File: src/rtl/tmr_pkg.sv
package tmr_pkg;

  typedef enum logic [1:0] {
    EN_OFF  = 2'd0,
    EN_ONCE = 2'd1,
    EN_CONT = 2'd2,
    EN_ALT  = 2'd3
  } en_mode_t;

  typedef enum logic [1:0] {
    TM_GP64  = 2'd0,
    TM_DUAL  = 2'd1,
    TM_WD64  = 2'd2,
    TM_CHAIN = 2'd3
  } tmode_t;

  localparam logic [7:0] OFF_ID     = 8'h00;
  localparam logic [7:0] OFF_CNT_LO = 8'h10;
  localparam logic [7:0] OFF_CNT_HI = 8'h14;
  localparam logic [7:0] OFF_PRD_LO = 8'h18;
  localparam logic [7:0] OFF_PRD_HI = 8'h1C;
  localparam logic [7:0] OFF_CTRL   = 8'h20;
  localparam logic [7:0] OFF_GLOB   = 8'h24;

  localparam int EN_W = 2;

endpackage

File: src/rtl/tmr_half.sv
module tmr_half
  import tmr_pkg::*;
#(
  parameter int CW = 32
) (
  input  logic            clk,
  input  logic            rst,
  input  logic            rel,
  input  logic            tm_dual,
  input  logic            cnt_we,
  input  logic            prd_we,
  input  logic            en_we,
  input  logic [CW-1:0]   wd,
  input  logic [EN_W-1:0] en_wd,
  output logic [CW-1:0]   cnt_q,
  output logic [CW-1:0]   prd_q,
  output logic [EN_W-1:0] en_q,
  output logic            irq_q
);

  logic run;
  logic hit;

  // counting gate and period match; a counter load suppresses the match
  always_comb begin
    run = rel && tm_dual && (en_q != EN_OFF);
    hit = run && (cnt_q == prd_q) && !cnt_we;
  end

  always_ff @(posedge clk) begin
    if (rst) begin
      prd_q <= '0;
    end else if (prd_we) begin
      prd_q <= wd;
    end
  end

  always_ff @(posedge clk) begin
    if (rst || !rel) begin
      cnt_q <= '0;
    end else if (cnt_we) begin
      cnt_q <= wd;
    end else if (hit) begin
      cnt_q <= '0;
    end else if (run) begin
      cnt_q <= cnt_q + CW'(1);
    end
  end

  always_ff @(posedge clk) begin
    if (rst) begin
      en_q <= EN_OFF;
    end else if (en_we) begin
      en_q <= en_wd;
    end else if (hit && (en_q == EN_ONCE)) begin
      en_q <= EN_OFF;
    end
  end

  always_ff @(posedge clk) begin
    if (rst) begin
      irq_q <= 1'b0;
    end else begin
      irq_q <= hit;
    end
  end

endmodule

File: src/rtl/tmr_regs.sv
module tmr_regs
  import tmr_pkg::*;
#(
  parameter int          AW       = 6,
  parameter int          DW       = 32,
  parameter int          CW       = 32,
  parameter logic [31:0] ID_VALUE = 32'h7173_0001,
  parameter int          LO_POS   = 6,
  parameter int          HI_POS   = 22
) (
  input  logic            clk,
  input  logic            rst,
  input  logic            wr_en,
  input  logic            rd_en,
  input  logic [AW-1:0]   addr,
  input  logic [DW-1:0]   wdata,
  input  logic [CW-1:0]   cnt_q [2],
  input  logic [CW-1:0]   prd_q [2],
  input  logic [EN_W-1:0] en_q  [2],
  output logic [1:0]      cnt_we,
  output logic [1:0]      prd_we,
  output logic            en_we,
  output logic [EN_W-1:0] en_wd [2],
  output logic [1:0]      rel,
  output logic [1:0]      tmode,
  output logic [DW-1:0]   rdata
);

  localparam logic [AW-1:0] A_ID     = AW'(OFF_ID);
  localparam logic [AW-1:0] A_CNT_LO = AW'(OFF_CNT_LO);
  localparam logic [AW-1:0] A_CNT_HI = AW'(OFF_CNT_HI);
  localparam logic [AW-1:0] A_PRD_LO = AW'(OFF_PRD_LO);
  localparam logic [AW-1:0] A_PRD_HI = AW'(OFF_PRD_HI);
  localparam logic [AW-1:0] A_CTRL   = AW'(OFF_CTRL);
  localparam logic [AW-1:0] A_GLOB   = AW'(OFF_GLOB);

  // write strobes
  always_comb begin
    cnt_we[0] = wr_en && (addr == A_CNT_LO);
    cnt_we[1] = wr_en && (addr == A_CNT_HI);
    prd_we[0] = wr_en && (addr == A_PRD_LO);
    prd_we[1] = wr_en && (addr == A_PRD_HI);
    en_we     = wr_en && (addr == A_CTRL);
    en_wd[0]  = wdata[LO_POS +: EN_W];
    en_wd[1]  = wdata[HI_POS +: EN_W];
  end

  // global register: release bits and timer mode
  always_ff @(posedge clk) begin
    if (rst) begin
      rel   <= '0;
      tmode <= TM_GP64;
    end else if (wr_en && (addr == A_GLOB)) begin
      rel   <= wdata[1:0];
      tmode <= wdata[3:2];
    end
  end

  // read mux
  logic [DW-1:0] rd_mux;

  always_comb begin
    rd_mux = '0;
    unique case (addr)
      A_ID:     rd_mux = DW'(ID_VALUE);
      A_CNT_LO: rd_mux = DW'(cnt_q[0]);
      A_CNT_HI: rd_mux = DW'(cnt_q[1]);
      A_PRD_LO: rd_mux = DW'(prd_q[0]);
      A_PRD_HI: rd_mux = DW'(prd_q[1]);
      A_CTRL: begin
        rd_mux[LO_POS +: EN_W] = en_q[0];
        rd_mux[HI_POS +: EN_W] = en_q[1];
      end
      A_GLOB: begin
        rd_mux[1:0] = rel;
        rd_mux[3:2] = tmode;
      end
      default: rd_mux = '0;
    endcase
  end

  always_ff @(posedge clk) begin
    if (rst) begin
      rdata <= '0;
    end else if (rd_en) begin
      rdata <= rd_mux;
    end
  end

endmodule

File: src/rtl/pair_tick_timer.sv
module pair_tick_timer
  import tmr_pkg::*;
#(
  parameter int          AW       = 6,
  parameter int          DW       = 32,
  parameter int          CW       = 32,
  parameter logic [31:0] ID_VALUE = 32'h7173_0001,
  parameter int          LO_POS   = 6,
  parameter int          HI_POS   = 22
) (
  input  logic          clk,
  input  logic          rst,
  input  logic          wr_en,
  input  logic          rd_en,
  input  logic [AW-1:0] addr,
  input  logic [DW-1:0] wdata,
  output logic [DW-1:0] rdata,
  output logic          irq_lo,
  output logic          irq_hi
);

  localparam int NH = 2;

  logic [CW-1:0]   cnt_q [NH];
  logic [CW-1:0]   prd_q [NH];
  logic [EN_W-1:0] en_q  [NH];
  logic [EN_W-1:0] en_wd [NH];
  logic [NH-1:0]   cnt_we;
  logic [NH-1:0]   prd_we;
  logic [NH-1:0]   irq_v;
  logic [NH-1:0]   rel;
  logic [1:0]      tmode;
  logic            en_we;
  logic            tm_dual;

  assign tm_dual = (tmode == TM_DUAL);

  tmr_regs #(
    .AW(AW), .DW(DW), .CW(CW), .ID_VALUE(ID_VALUE),
    .LO_POS(LO_POS), .HI_POS(HI_POS)
  ) u_regs (
    .clk    (clk),
    .rst    (rst),
    .wr_en  (wr_en),
    .rd_en  (rd_en),
    .addr   (addr),
    .wdata  (wdata),
    .cnt_q  (cnt_q),
    .prd_q  (prd_q),
    .en_q   (en_q),
    .cnt_we (cnt_we),
    .prd_we (prd_we),
    .en_we  (en_we),
    .en_wd  (en_wd),
    .rel    (rel),
    .tmode  (tmode),
    .rdata  (rdata)
  );

  for (genvar h = 0; h < NH; h++) begin : g_half
    tmr_half #(.CW(CW)) u_half (
      .clk     (clk),
      .rst     (rst),
      .rel     (rel[h]),
      .tm_dual (tm_dual),
      .cnt_we  (cnt_we[h]),
      .prd_we  (prd_we[h]),
      .en_we   (en_we),
      .wd      (wdata[CW-1:0]),
      .en_wd   (en_wd[h]),
      .cnt_q   (cnt_q[h]),
      .prd_q   (prd_q[h]),
      .en_q    (en_q[h]),
      .irq_q   (irq_v[h])
    );
  end

  assign irq_lo = irq_v[0];
  assign irq_hi = irq_v[1];

endmodule

File: config.mk
export PLATFORM = sky130hd
export DESIGN_NAME = pair_tick_timer
export DESIGN_NICKNAME = d
export VERILOG_FILES = /design/src/rtl/tmr_pkg.sv /design/src/rtl/tmr_half.sv /design/src/rtl/tmr_regs.sv /design/src/rtl/pair_tick_timer.sv
export SDC_FILE = /design/constraint.sdc
export NUM_CORES = 1
export LEC_CHECK = 0
export ABC_AREA = 1
export BUFFER_PORTS_ARGS = -buffer_cell sky130_fd_sc_hd__buf_2
export CAP_MARGIN = 10
export CORE_MARGIN = 4
export CORE_UTILIZATION = 45
export DETAILED_ROUTE_END_ITERATION = 8
export PLACE_DENSITY = 0.58
export SLEW_MARGIN = 20
export SYNTH_ARGS = -nofsm -noshare
export SYNTH_HDL_FRONTEND = slang
export SYNTH_SLANG_ARGS = --single-unit
File: constraint.sdc
create_clock -name clk -period 1.85 [get_ports clk]
set_clock_uncertainty 0.05 [all_clocks]
set_input_delay 0.2775 -clock clk [delete_from_list [all_inputs] [get_ports clk]]
set_output_delay 0.2775 -clock clk [all_outputs]
set_load 0.1 [all_outputs]
==> flow_summary_export.csv, run 1 <==
group,metric,value,unit
setup_path,path_max_fanout,7,
setup_path,r2r_cells,12,
synthesis,synth_edf_count,0,
global_route,antenna_found_initial,0,
power,power_leakage,5.38,nW
setup_path,critPathCaptureType,"flop",
clocking,cts_tree,"done",
clocking,root_buffer,"clkbuf_16",
cells_and_area,diodes,0,
detailed_routing,firstDrtPassIters,5,
min_path,hold_class,"primary input to flop",
outcome,status,"complete, but fails checks",
synthesis,synthCells,1642,
timing,tightest_slew,577,ps
min_path,min_from,"wdata[29]",
clocking,clock_sinks,170,
global_route,grt_max_degree,41,
setup_path,r2r-start,"u_regs.tmode[0]$_SDFFE_PP0P_",
synthesis,syn-num-nets,1686,
detailed_routing,ant_nets,0,
global_route,grt_pass1_vias,10500,
timing,fin_crit_sh,1.00,
setup_path,reg2reg_to,"g_half[0].u_half.cnt_q[19]$_SDFFE_PP0P_",
synthesis,synth-seq-area-share,0.327,
placement,io_buffers,75,
timing,timing.final.hold_violations,0,
synthesis,syn_area,10400,um2
timing,post-route-min-period,1850,ps
min_path,hold_end,"g_half[0].u_half.prd_q[29]$_SDFFE_PP0P_",
floorplan,rows,55,
timing,rsz0062_at_grt,"true",
setup_path,crit_path_start_kind,"flop",
floorplan,core_area,22700,um2
synthesis,synth_warnings,0,
detailed_routing,remaining_drc_errors,0,
timing,worst_hold_slack,141,ps
timing,relSlewSlack,0.614,
floorplan,die-height,160,um
placement,dp_worst_setup_slack,-70.9,ps
timing,fmax,0.539,GHz
floorplan,die_w,160,um
clocking,cts_buffers,17,
floorplan,die-area,25600,um2
clocking,clockBufferDepth,2,
cells_and_area,area_growth,23.7,%
power,total_power,8.12,mW
floorplan,top_level_ports,76,
detailed_routing,first_iter_violations,1153,
power,ir_worst_vdd,0.000427,V
placement,globalplace.congestion,0.971,
cells_and_area,final_area,12900,um2
timing,finalMaxSlewViolations,0,
placement,dp.final_hpwl,31800,um
setup_path,crit_arrival,2170,ps
cells_and_area,drive_above_1_share,0.184,
synthesis,ys_types,34,
synthesis,synth-main-ff-cell,"dfxtp_1",
min_path,hold_depth,3,
setup_path,worstSetupPathType,"flop to flop",
setup_path,rrSetupSlack,-4,ps
cells_and_area,fin_util,0.567,
power,powerDensity,631,nW/um2
cells_and_area,instances_no_fill,2093,
setup_path,crit_required,2170,ps
timing,worst_slack,-4.25,ps
detailed_routing,wire_per_inst,20.3,um
flow_run,drv_cap,0,
clocking,clk_pin_slew,70,ps
clocking,h-tree-depth,4,
outcome,failed_checks,"negative setup slack",
cells_and_area,fin_nets,1839,
synthesis,synth_area_per_cell,6.33,um2
detailed_routing,via_per_inst,5.49,
timing,report.final.setup_viol,1,
detailed_routing,dr_total_vias,11500,
clocking,hold_buffers,0,
synthesis,ys_ff_latch,170,
placement,placed_cells,2049,
global_route,overflow,0,
clocking,clock_latency,440,ps
global_route,track_usage,0.314,
synthesis,async_flop_share,0,
global_route,grt_pass1_wl,62300,um
floorplan,start_util,0.458,
timing,fin_tns_setup,-4.25,ps
detailed_routing,drt-total-wl,42400,um
placement,postPlaceCellArea,11800,um2
cells in the mapped netlist (2+ instances only):
master / instances / area [um2]
a211oi_1: 2 / 15.0
a21oi_1: 175 / 876
a21oi_4: 2 / 32.5
a22oi_1: 2 / 15.0
a31oi_1: 2 / 12.5
a41oi_1: 3 / 26.3
and2_1: 5 / 31.3
buf_2: 28 / 140
buf_6: 3 / 33.8
clkbuf_1: 42 / 158
clkbuf_2: 6 / 30.0
dfxtp_1: 170 / 3400
ha_1: 2 / 25.0
inv_1: 244 / 916
inv_2: 4 / 15.0
nand2_1: 373 / 1400
nand2_2: 5 / 31.3
nand3_1: 82 / 410
nand3_2: 2 / 20.0
nand4_1: 22 / 138
nor2_1: 140 / 526
nor2_2: 8 / 50.1
nor2_4: 3 / 33.8
nor3_1: 7 / 35.0
o211ai_1: 3 / 22.5
o21ai_0: 128 / 641
o21ai_1: 5 / 25.0
o22ai_1: 81 / 507
xnor2_1: 42 / 368
xor2_1: 47 / 412
power by group:
group          switching, mW  internal [mW]
Combinational          0.396          0.131
Sequential            0.0202           3.68
Clock                   1.59           2.30
cells by family (layout without fill, tap and decap cells):
kind of cell | Yosys count | after routing | synth area share
flops | 170 | 170 | 0.327
buf+inv | 327 | 492 | 0.124
compound gates | 404 | 405 | 0.210
fa+ha+maj | 2 | 2 | 0.00241
simple gates | 650 | 650 | 0.261
xor+xnor | 89 | 89 | 0.0750
critical path, stage by stage (launching register included):
cell and delay, ps:
dfxtp_2 330, inv_2 40, nor2_4 120, nand2_2 80, nor2_4 150, clkinvlp_4 120, buf_12 140, buf_6 110
a21oi_4 120, buf_12 140, clkbuf_16 160, nand3_2 80, a21oi_1 140
state kept, by name, summed over array words and instances, names as in the netlist:
| signal | cells |
|---|---|
| u_regs.rel | 2 |
| g_half.u_half.prd_q | 64 |
| u_regs.rdata | 32 |
| g_half.u_half.irq_q | 2 |
| u_regs.tmode | 2 |
| g_half.u_half.en_q | 4 |
| g_half.u_half.cnt_q | 64 |
cell type report:
cell class	instances	area, um2
well taps	285	357
clock buffers	21	450
flip-flops and latches	170	3440
multi-input cells	1146	5900
repair buffers	212	1610
inverters	248	935
clock inverters	11	170
fillers	2347	9840
how the worst max path moves through the flow:
stage	slack [ps]	end	from	cells past startpoint
after floorplan	140	g_half[0].u_half.cnt_q[30]$_SDFFE_PP0P_	g_half[0].u_half.cnt_q[0]$_SDFFE_PP0P_	9
after global placement	10	g_half[1].u_half.cnt_q[16]$_SDFFE_PP0P_	u_regs.tmode[0]$_SDFFE_PP0P_	6
after detailed placement	-70	g_half[1].u_half.cnt_q[23]$_SDFFE_PP0P_	u_regs.tmode[0]$_SDFFE_PP0P_	6
after CTS	-2	g_half[1].u_half.en_q[0]$_SDFFE_PP0P_	u_regs.tmode[0]$_SDFFE_PP0P_	9
after global routing	-90	g_half[0].u_half.cnt_q[17]$_SDFFE_PP0P_	u_regs.tmode[0]$_SDFFE_PP0P_	12
final	-4	g_half[0].u_half.cnt_q[19]$_SDFFE_PP0P_	u_regs.tmode[0]$_SDFFE_PP0P_	12
what timing repair did:
item / 4_1_cts / 5_1_grt
gates cloned: 1 / 6
pin swaps: 0 / 8
setup buffers: 0 / 5
endpoints found under the setup margin: 29 / 63
gates resized for setup: 3 / 70
per-layer routing:
| metal | GRT usage | share of wire | vias to the layer above |
|---|---|---|---|
| li1 | - | - | 5626 |
| met1 | 0.439 | 0.44 | 5335 |
| met2 | 0.502 | 0.46 | 474 |
| met3 | 0.0552 | 0.076 | 51 |
| met4 | 0.0810 | 0.023 | 0 |
| met5 | 0 | 0 | - |
layout by cell type (no fill, tap or decap), drive strengths merged:
master / count
a211oi: 2
a21oi: 178
a22oi: 2
a31oi: 2
a41oi: 3
and2: 5
buf: 208
bufinv: 4
clkbuf: 25
clkinv: 4
clkinvlp: 4
dfxtp: 170
ha: 2
inv: 247
nand2: 378
nand3: 84
nand4: 23
nor2: 152
nor2b: 1
nor3: 7
o211ai: 4
o21ai: 133
o22ai: 81
xnor2: 42
xor2: 47
Note: power is estimated with default switching activity, not from simulation.
==> run 2, diff against run 1 <==
ABC_AREA = not set   (was 1)
PLACE_DENSITY = 0.59   (was 0.58)
==> run 2 against run 1 <==
Effect of this change:
- the run still ends with negative setup slack left
- sequential share of layout area decreased by 2.0 points
- routed wire length fell by 8.0%
- clock power rose by 13%
- register-to-register slack worse by 290 ps
- area after synthesis down 6.3%
- utilization rose by 9.5 points
- first-iteration DRC count fell by 2.9%
- cell area increased by 8.8%
==> flow_summary_export.csv, run 2 <==
group,metric,value,unit
cells_and_area,mostFrequentLayoutCells,"260 x buf_4, 198 x nand2_1, 137 x a21oi_1",
cells_and_area,layout_commonest_cell,"buf_4",
synthesis,synth_edf_count,0,
setup_path,crit_arrival,2430,ps
synthesis,ys_types,67,
placement,dp.final_hpwl,27500,um
clocking,cts_tree,"done",
global_route,grt_pass1_wl,58400,um
cells_and_area,area_growth,43.7,%
power,total_power,8.79,mW
cells_and_area,drive_above_1_share,0.379,
synthesis,synth_common_cells,"210 x nand2_1, 170 x dfxtp_1, 144 x a21oi_1",
detailed_routing,ant_nets,0,
cells_and_area,diodes,0,
power,p_int,6.69,mW
flow_run,drv_cap,0,
timing,report.final.setup_viol,66,
timing,post-route-min-period,2140,ps
placement,placed_cells,1764,
power,p_sw,2.10,mW
global_route,grt_pass1_vias,9793,
timing,finalMaxSlewViolations,0,
placement,io_buffers,75,
min_path,hold_class,"primary input to flop",
setup_path,path_max_fanout,7,
synthesis,synthCells,1249,
synthesis,syn-num-nets,1293,
synthesis,syn_area,9740,um2
power,swShare,0.239,
outcome,failed_checks,"negative setup slack",
cells_and_area,multi_input_area,6420,um2
detailed_routing,remaining_drc_errors,0,
synthesis,synth-seq-area-share,0.349,
synthesis,ys_ff_latch,170,
cells_and_area,largestRegisters,"g_half.u_half.cnt_q x64, g_half.u_half.prd_q x64, u_regs.rdata x32",
cells_and_area,instances_no_fill,1829,
detailed_routing,via_per_inst,5.88,
clocking,clock_latency,450,ps
detailed_routing,wire_per_inst,21.3,um
floorplan,die-height,155,um
power,powerDensity,628,nW/um2
timing,fmax,0.466,GHz
global_route,overflow,0,
timing,relSlewSlack,0.560,
clocking,cts_buffers,17,
synthesis,synth_warnings,0,
floorplan,core_area,21200,um2
outcome,status,"complete, but fails checks",
detailed_routing,drt-total-wl,39000,um
synthesis,synth_area_per_cell,7.80,um2
global_route,grt_max_degree,57,
synthesis,synthTopCellsByArea,"dfxtp_1 35%, nand2_1 8.1%, a21oi_1 7.4%, xor2_1 6.2%, nor2_1 4.2%",
detailed_routing,firstDrtPassIters,6,
power,ir_worst_vdd,0.000632,V
synthesis,async_flop_share,0,
synthesis,synth_top_area_frac,0.349,
power,pwr-share-seq,0.420,
cells_and_area,nFillCells,1802,
floorplan,rows,53,
global_route,track_usage,0.316,
cells_and_area,fin_util,0.662,
cells_and_area,regArea,3460,um2
timing,timing.final.hold_violations,0,
placement,postPlaceCellArea,12300,um2
floorplan,die-area,24100,um2
timing,worst_slack,-294,ps
cells_and_area,fin_nets,1585,
clocking,clock_sinks,170,
setup_path,crit_path_start_kind,"flop",
detailed_routing,dr_total_vias,10800,
cells_and_area,final_area,14000,um2
synthesis,synth_top_area_cell,"dfxtp_1",
clocking,root_buffer,"clkbuf_16",
synthesis,synth-main-ff-cell,"dfxtp_1",
clocking,clk_pin_slew,70,ps
floorplan,die_w,155,um
floorplan,start_util,0.461,
synthesis,yosys.cell_count.top_type,"nand2_1",
power,power_leakage,5.90,nW
floorplan,top_level_ports,76,
power,clockPowerShare,0.499,
detailed_routing,first_iter_violations,1119,
setup_path,worstSetupPathType,"flop to flop",
setup_path,critPathCaptureType,"flop",
placement,globalplace.congestion,0.952,
setup_path,crit_required,2140,ps
global_route,antenna_found_initial,0,
clocking,clockBufferDepth,2,
timing,tightest_slew,659,ps
power,comb_power_share,0.081,
timing,fin_crit_sh,1.16,
timing,rsz0062_at_grt,"true",
clocking,h-tree-depth,4,
==> run 2: power groups by stage <==
stage               clock network (mW)  logic, mW  registers (mW)
global route                      4.54      0.746            3.69
floorplan                            0      0.221            3.89
CTS                               4.39      0.674            3.69
detailed placement                   0      0.640            3.78
global placement                     0      0.636            3.78
finish                            4.38      0.715            3.69
==> run 2: worst paths after layout <==
check                                          from                                       to  slack, ps  depth (start not counted)
min                                       wdata[18]  g_half[0].u_half.prd_q[18]$_SDFFE_PP0P_         60                          3
min reg2reg  g_half[0].u_half.prd_q[0]$_SDFFE_PP0P_   g_half[0].u_half.prd_q[0]$_SDFFE_PP0P_        430                          2
max          g_half[0].u_half.prd_q[2]$_SDFFE_PP0P_    g_half[0].u_half.en_q[0]$_SDFFE_PP0P_       -290                          6
max reg2reg  g_half[0].u_half.prd_q[2]$_SDFFE_PP0P_    g_half[0].u_half.en_q[0]$_SDFFE_PP0P_       -290                          6
==> run 2: kinds of logic after synthesis <==
kind of cell	count (synthesis)	synth area share
muxes	43	0.0661
and+or+nand+nor	514	0.254
buffers and inverters	122	0.0552
DFF	170	0.349
adders and majority gates	2	0.00257
AOI/OAI and AO/OA	312	0.196
xor gates and xnor gates	86	0.0773
==> run 2: final cells by class <==
type                    count  share of cell area
repair buffers            382               0.216
clock buffers              21              0.0336
clock inverters            11              0.0170
well taps                 275              0.0246
inverters                  11             0.00295
flip-flops and latches    170               0.247
multi-input cells         959               0.459
==> run 2: worst max-delay path, cell delays in order (launching register included) <==
cell and delay [ps]:
dfxtp_1 320, xor2_1 200, nor4_1 390, and4_4 330
nand2_8 90, or4_4 420, a32o_1 230
==> run 2: repair_timing <==
item	in CTS	in global routing
resized for setup	100	68
endpoints found under the setup margin	67	68
pin swaps	38	37
setup buffers	13	20
hold buffers	0	0
cloned	2	1
==> run 2: metrics by stage <==
step	setup slack, ps	setup TNS, ps	hold WS (ps)
2_1_floorplan	-140	-783	353
3_3_place_gp	-455	-13080	420
3_5_place_dp	-452	-14900	424
4_1_cts	-244	-9550	50.1
5_1_grt	-328	-13400	65.5
6_report	-294	-10800	59.6
==> run 2: routing by layer <==
metal  vias to the layer above  track usage  routed length [um]
li1                       5016            -                   -
met1                      5064        0.453               16700
met2                       573        0.474               17000
met3                        97       0.0623                3750
met4                         0        0.108                1510
met5                         -            0                   0
